==> config.mk <==
export PLATFORM = sky130hd
export DESIGN_NAME = ivt_timer
export DESIGN_NICKNAME = d
export VERILOG_FILES = /design/src/rtl/ivt_pkg.sv /design/src/rtl/ivt_prescaler.sv /design/src/rtl/ivt_reload_reg.sv /design/src/rtl/ivt_counter.sv /design/src/rtl/ivt_status.sv /design/src/rtl/ivt_readback.sv /design/src/rtl/ivt_timer.sv
export SDC_FILE = /design/constraint.sdc
export NUM_CORES = 1
export LEC_CHECK = 0
export BUFFER_PORTS_ARGS = -buffer_cell sky130_fd_sc_hd__buf_4
export CORE_ASPECT_RATIO = 1.75
export CORE_MARGIN = 2
export CORE_UTILIZATION = 60
export CTS_BUF_LIST = sky130_fd_sc_hd__clkbuf_8
export CTS_CLUSTER_DIAMETER = 50
export DETAILED_ROUTE_END_ITERATION = 10
export PLACE_DENSITY = 0.82
export SKIP_CTS_REPAIR_TIMING = 1
export SYNTH_ARGS = -nofsm -noshare
export SYNTH_HDL_FRONTEND = slang
export SYNTH_SLANG_ARGS = --single-unit
==> constraint.sdc <==
create_clock -name clk -period 4.8 [get_ports clk]
set_clock_uncertainty 0.1 [all_clocks]
set_input_delay 0.96 -clock clk [delete_from_list [all_inputs] [get_ports clk]]
set_output_delay 0.96 -clock clk [all_outputs]
set_load 0.03 [all_outputs]
==> src/rtl/ivt_pkg.sv <==
package ivt_pkg;
  localparam int CNT_W     = 16;
  localparam int BYTE_W    = 8;
  localparam int NUM_LANES = CNT_W / BYTE_W;
  localparam int LANE_W    = (NUM_LANES > 1) ? $clog2(NUM_LANES) : 1;

  typedef logic [CNT_W-1:0]  count_t;
  typedef logic [BYTE_W-1:0] byte_t;
  typedef logic [LANE_W-1:0] lane_t;

  // terminal value: every bit set
  function automatic logic is_terminal(input count_t c);
    return &c;
  endfunction

  // value after one step: reload at terminal, else one more
  function automatic count_t step_value(input count_t c, input count_t reload);
    return is_terminal(c) ? reload : c + count_t'(1);
  endfunction

  function automatic byte_t lane_of(input count_t v, input lane_t idx);
    return v[idx*BYTE_W +: BYTE_W];
  endfunction
endpackage

==> src/rtl/ivt_prescaler.sv <==
module ivt_prescaler #(
  parameter int DIV = 4
) (
  input  logic clk,
  input  logic rst_n,
  output logic tick
);
  localparam int PW = (DIV > 1) ? $clog2(DIV) : 1;
  localparam logic [PW-1:0] LAST = PW'(DIV - 1);

  logic [PW-1:0] phase_q;

  assign tick = (phase_q == LAST);

  always_ff @(posedge clk or negedge rst_n) begin
    if (!rst_n)    phase_q <= '0;
    else if (tick) phase_q <= '0;
    else           phase_q <= phase_q + 1'b1;
  end
endmodule

==> src/rtl/ivt_reload_reg.sv <==
module ivt_reload_reg
  import ivt_pkg::*;
(
  input  logic   clk,
  input  logic   rst_n,
  input  logic   wr_en,
  input  lane_t  wr_lane,
  input  byte_t  wr_byte,
  output count_t reload_q
);
  for (genvar g = 0; g < NUM_LANES; g++) begin : g_lane
    byte_t part_q;
    always_ff @(posedge clk or negedge rst_n) begin
      if (!rst_n)                                part_q <= '0;
      else if (wr_en && wr_lane == lane_t'(g))   part_q <= wr_byte;
    end
    assign reload_q[g*BYTE_W +: BYTE_W] = part_q;
  end
endmodule

==> src/rtl/ivt_counter.sv <==
module ivt_counter
  import ivt_pkg::*;
#(
  parameter count_t CNT_INIT = '0
) (
  input  logic   clk,
  input  logic   rst_n,
  input  logic   tick,
  input  count_t reload,
  output count_t count_q,
  output logic   roll
);
  assign roll = tick && is_terminal(count_q);

  always_ff @(posedge clk or negedge rst_n) begin
    if (!rst_n)    count_q <= CNT_INIT;
    else if (tick) count_q <= step_value(count_q, reload);
  end
endmodule

==> src/rtl/ivt_status.sv <==
module ivt_status (
  input  logic clk,
  input  logic rst_n,
  input  logic set_ev,
  input  logic clr_ev,
  output logic flag_q
);
  // set has priority over clear
  always_ff @(posedge clk or negedge rst_n) begin
    if (!rst_n)      flag_q <= 1'b0;
    else if (set_ev) flag_q <= 1'b1;
    else if (clr_ev) flag_q <= 1'b0;
  end
endmodule

==> src/rtl/ivt_readback.sv <==
module ivt_readback
  import ivt_pkg::*;
(
  input  logic   clk,
  input  logic   rst_n,
  input  logic   rd_en,
  input  lane_t  rd_lane,
  input  count_t count,
  output byte_t  rd_byte
);
  byte_t view [NUM_LANES];
  logic  snap;

  // reading the low lane freezes the upper lanes
  assign snap    = rd_en && (rd_lane == lane_t'(0));
  assign view[0] = lane_of(count, lane_t'(0));

  for (genvar g = 1; g < NUM_LANES; g++) begin : g_hold
    byte_t hold_q;
    always_ff @(posedge clk or negedge rst_n) begin
      if (!rst_n)    hold_q <= '0;
      else if (snap) hold_q <= lane_of(count, lane_t'(g));
    end
    assign view[g] = hold_q;
  end

  assign rd_byte = view[rd_lane];
endmodule

==> src/rtl/ivt_timer.sv <==
module ivt_timer
  import ivt_pkg::*;
#(
  parameter int     PRE_DIV  = 4,
  parameter count_t CNT_INIT = '0
) (
  input  logic              clk,
  input  logic              rst_n,
  input  logic              wr_en,
  input  logic [LANE_W-1:0] wr_sel,
  input  logic [BYTE_W-1:0] wr_data,
  input  logic              rd_en,
  input  logic [LANE_W-1:0] rd_sel,
  output logic [BYTE_W-1:0] rd_data,
  input  logic              flag_clr,
  output logic              timeout_flag,
  output logic              irq
);
  logic   tick;
  logic   roll;
  count_t count_q;
  count_t latch_q;

  ivt_prescaler #(.DIV(PRE_DIV)) u_pre (
    .clk  (clk),
    .rst_n(rst_n),
    .tick (tick)
  );

  ivt_reload_reg u_reload (
    .clk     (clk),
    .rst_n   (rst_n),
    .wr_en   (wr_en),
    .wr_lane (wr_sel),
    .wr_byte (wr_data),
    .reload_q(latch_q)
  );

  ivt_counter #(.CNT_INIT(CNT_INIT)) u_cnt (
    .clk    (clk),
    .rst_n  (rst_n),
    .tick   (tick),
    .reload (latch_q),
    .count_q(count_q),
    .roll   (roll)
  );

  ivt_status u_stat (
    .clk   (clk),
    .rst_n (rst_n),
    .set_ev(roll),
    .clr_ev(flag_clr),
    .flag_q(timeout_flag)
  );

  ivt_readback u_rd (
    .clk    (clk),
    .rst_n  (rst_n),
    .rd_en  (rd_en),
    .rd_lane(rd_sel),
    .count  (count_q),
    .rd_byte(rd_data)
  );

  assign irq = timeout_flag;
endmodule

; ---- Yosys cells after proc, flatten, opt, wreduce, memory -nomap -nowiden
; Index checks and enable logic that the tools add are counted.
[word_totals]
regBits = 43
input_bits = 15
out_inout_bits = 10
elab_cells = 26
[classes]
n_addsub = 2
order_cmp = 1
n_eq_ne = 1
muxes = 7
bitwise_logic = 3
n_reduce_logical = 6
[ops]
columns = op, n
row1 = 2-to-1 mux 8 bit, 3
row2 = "adder 16 x 1 -> 16 bit, second input constant", 1
row3 = 2-to-1 mux 16 bit, 1
row4 = AND reduction 16 bit, 1
row5 = logical AND 1 bit, 4
row6 = "adder 2 x 1 -> 2 bit, second input constant", 1
row7 = "== test 2 bit, second input constant", 1
row8 = ">= comparator 2 bit, second input constant", 1
row9 = 2-to-1 mux 1 bit, 2
row10 = 2-to-1 mux 2 bit, 1
row11 = NOT 1 bit, 2
row12 = NOT 1 -> 2 bit, 1
row13 = nonzero test 2 bit, 1

; ---- Depth between registers and ports, before layout
[depth]
depth_word = 4
mapped_depth = 6
depth_no_buf = 6

; ---- By module
; A second synthesis with hierarchy kept.
[hier_totals]
hier_cells = 182
area_unflattened_um2 = 2169.6
[by_module_without_submodules]
columns = module, instances, cells_per_inst, area_per_inst_um2, seq_area_each_um2
row1 = ivt_counter, 1, 112, 967.2, 400.4
row2 = ivt_reload_reg, 1, 35, 641.9, 400.4
row3 = ivt_readback, 1, 27, 450.4, 200.2
row4 = ivt_prescaler, 1, 4, 66.3, 50.0
row5 = ivt_status, 1, 3, 36.3, 25.0
row6 = ivt_timer, 1, 1, 7.5, 0.0

; ---- Worst setup path before layout
; OpenSTA, ideal clock, no wires.
[synth_timing]
kind = input to output
from = input port rd_sel
to = output port rd_data[0]
arrival_time_ps = 1691
slack_ps = 2049
path_stages = 2
n_path_buf = 1
path_cell_list = clkbuf_1 > mux2_2
[synth_between]
elab_chain_len = 4
[synth_lines]
columns = item, line_no
row1 = start: declaration, ivt_timer.sv:13  ; input logic [LANE_W-1:0] rd_sel,
row2 = NOT 1 -> 2 bit (implied by the code), ivt_readback.sv:27  ; assign rd_byte = view[rd_lane];
row3 = 2-to-1 mux 8 bit (implied by the code) (3 in a row), ivt_readback.sv:27
row4 = end: declaration, ivt_timer.sv:14  ; output logic [BYTE_W-1:0] rd_data,
; No other way between the ends. The select of a mux whose other input is x is not followed.

; ---- Worst setup path after layout
[layout_timing]
from = input port rd_sel
to = output port rd_data[5]
; The elaborated chain is that of the path after synthesis.

==> results by group <==
Floorplanning
  • Die area: 3890 um^2
  • Std cell rows: 28
  • Core ar.: 3330 um^2
  • Initial core utilization: 61.1%
  • Die Y: 81.0 um
  • # IOs: 25
  • Die W: 48.0 um

Place
  • Inst Count DP: 238
  • # port buffers: 24
  • Post-DP HPWL: 3110 um
  • Gpl congestion: 0.956
  • Instance area after placement: 2230 um^2

Worst setup path
  • Crit path kind: input port to output port
  • Worst Path Buf+Inv: 2
  • Crit path DAT: 1.62 ns
  • Crit start category: input port
  • Worst r2r dst: u_cnt.count_q[12]
  • Crit path launch: rd_sel
  • Delay-heaviest family, CP: multiplexers
  • WP data required: 3.74 ns
  • Crit. path cell count: 3
  • FF-to-FF Start: u_pre.phase_q[0]
  • Worst setup path endpoint: rd_data[5]
  • Worst Reg-to-Reg Cells: 6
  • CP endpoint kind: output port
  • Slowest CP cell: mux2_2
  • Crit path top cell by count: buf_4
  • Crit-path cells: buf_4, mux2_2, buf_4
  • Reg-to-reg setup timing slack: 2.53 ns
  • CP Max Fanout: 9
  • CP max stage delay: 0.35 ns

Logic synthesis
  • Post-Syn Area: 2030 um^2
  • Gate Count Post-Synth: 176
  • Synth warnings: 0
  • Syn nets: 193
  • Post-synth EDFFs: 0
  • Leading area contributor after synthesis: dfrtp_1
  • Sequential-to-total area share from yosys stat: 52.9%
  • Unique masters post-synth: 37
  • Seq cells post-synth: 43
  • Avg Synthesized Cell Area: 11.6 um^2
  • Ys flop type: dfrtp_1
  • Top post-synthesis cells by area: dfrtp_1 53%, mux2_2 17%, nand2_1 2.8%
  • Area share of the largest cell type after synthesis: 52.9%
  • Post-synth ARST share: 100%

Global routing
  • Number of global-route vias before repair: 1508
  • Pin count of the biggest net entering global routing: 44
  • GRT Total Usage: 24.5%
  • Total grt overflow: 0
  • First-pass GRT wire length: 6750 um
  • Initial antenna violation count: 0

Drt
  • Drt first pass iters: 4
  • Detailed Route Iter0 Violations: 30
  • Avg Vias per Cell: 6.20
  • Final ANT Viol Nets: 0
  • WL/cell: 17.1 um
  • Via Count: 1520
  • Post-Route WL: 4180 um
  • Drc violations: 0

Clocking
  • Clk buf depth: 2
  • CTS sink count: 43
  • Clock latency on the worst-skew pair: 0.30 ns
  • Htree depth: 2
  • CTS Buf Count: 5
  • Clock-pin slew on the worst setup and hold paths: 0.07 ns
  • CTS tree: built
  • Clk root buf: clkbuf_8

Final layout
  • Core Util, Final: 69.7%
  • Filler cells: 261
  • Layout cells sized above 1: 34.0%
  • Fin area: 2320 um^2
  • Fin cells: 245
  • Multi-input logic area: 903 um^2
  • Nets@finish: 217
  • Register area: 1080 um^2
  • Syn-to-layout area delta: 14.0%
  • Ant. Diodes: 0

STA
  • Final setup fails: 0
  • Relative slew slack: 51.8%
  • TNS Setup: 0 ns
  • Max Freq: 373 MHz
  • Worst-margin pin slew: 0.721 ns
  • Fin. max-slew vios: 0
  • Final Critical Period: 2.68 ns
  • Final hold violation count: 0
  • Unrepaired setup endpoints after global routing: no
  • Period utilization: 55.9%

Pwr
  • Pleak: 1.02 nW
  • PwrDens: 289 nW/um^2
  • Final total power: 669 uW
  • Peak VDD IR: 0.000282 V

Worst hold path
  • Min-Delay Path Class: flop to flop

Job
  • Max cap viols: 0

Run status
  • Outcome: finished, final reports clean
==> flip-flops by register name, indices dropped and copies added (netlist names) <==
signal and count:
u_cnt.count_q 16, u_reload.g_lane.part_q 16, u_rd.g_hold.hold_q 8, u_pre.phase_q 2, u_stat.flag_q 1
==> cell type report <==
type	count	share of cell area, %
flip-flops and latches	43	46.4
multi-input cells	122	39.0
repair buffers	24	7.77
clock buffers	6	3.56
well taps	45	2.43
inverters	4	0.648
clock inverters	1	0.216
==> worst min-delay path by stage <==
stage	depth (start not counted)	slack (ns)	to	from
floorplan	1	0.30	u_pre.phase_q[0]	u_pre.phase_q[0]
detailed placement	1	0.33	u_pre.phase_q[0]	u_pre.phase_q[0]
global placement	1	0.31	u_pre.phase_q[0]	u_pre.phase_q[0]
finish	1	0.33	u_pre.phase_q[0]	u_pre.phase_q[0]
global route	1	0.36	u_pre.phase_q[0]	u_pre.phase_q[0]
CTS	1	0.34	u_pre.phase_q[0]	u_pre.phase_q[0]
==> placed cells by master, fill, tap and decap left out, types with 2 or more instances in the layout <==
master,instances
a31oi_1,4
nand2_1,15
buf_4,24
o2bb2ai_1,2
clkbuf_8,6
nor2_1,10
nand3_1,10
o211ai_1,2
a22o_1,4
ha_1,2
inv_1,4
mux2_2,30
dfrtp_1,43
and3_1,4
a21oi_1,9
o21ai_0,7
nand4_1,5
==> through the flow <==
step,hold slack (ns),worst slack [ns]
after floorplan,0.303,2.05
after global placement,0.313,2.14
after detailed placement,0.327,2.11
after CTS,0.337,2.11
after global routing,0.364,2.08
final,0.331,2.12
==> cells by family after synthesis <==
logic type | count (synthesis) | share of synthesized area [%]
buffers and inverters | 11 | 2.65
xor gates and xnor gates | 1 | 0.431
muxes | 31 | 17.1
DFF | 43 | 52.9
AOI/OAI and AO/OA | 35 | 11.8
and+or+nand+nor | 53 | 13.9
adders and majority gates | 2 | 1.23
==> power breakdown <==
part           internal [mW]  switching [mW]  total, mW
Clock                  0.113           0.115      0.227
Sequential             0.382          0.0116      0.394
Combinational         0.0271          0.0214     0.0485
==> metal layers <==
layer	part of all wire (%)	wire [um]	global-route usage, %	vias up
li1	-	-	-	692
met1	37	1540	27.9	756
met2	55	2280	40.8	57
met3	5.3	220	5.33	15
met4	3.4	143	12.4	0
met5	0	0	0	-
==> Yosys cell counts, drive strengths merged, types with 2 or more instances <==
cell,count
dfrtp,43
o211ai,2
nand3,11
clkbuf,4
ha,2
buf,3
and3,4
mux2,30
o2bb2ai,2
nor2,10
nand2,15
a21oi,9
inv,4
a31oi,4
a22o,4
nand4,5
o21ai,8
==> worst reg2reg max path, delay by kind of cell, from the launching register on <==
family / cells / cell delay, ns
and+or+nand+nor: 4 / 1.09
adders and majority gates: 1 / 0.50
DFF: 1 / 0.35
AOI/OAI and AO/OA: 1 / 0.12
Power figures use the tool's default switching activity.
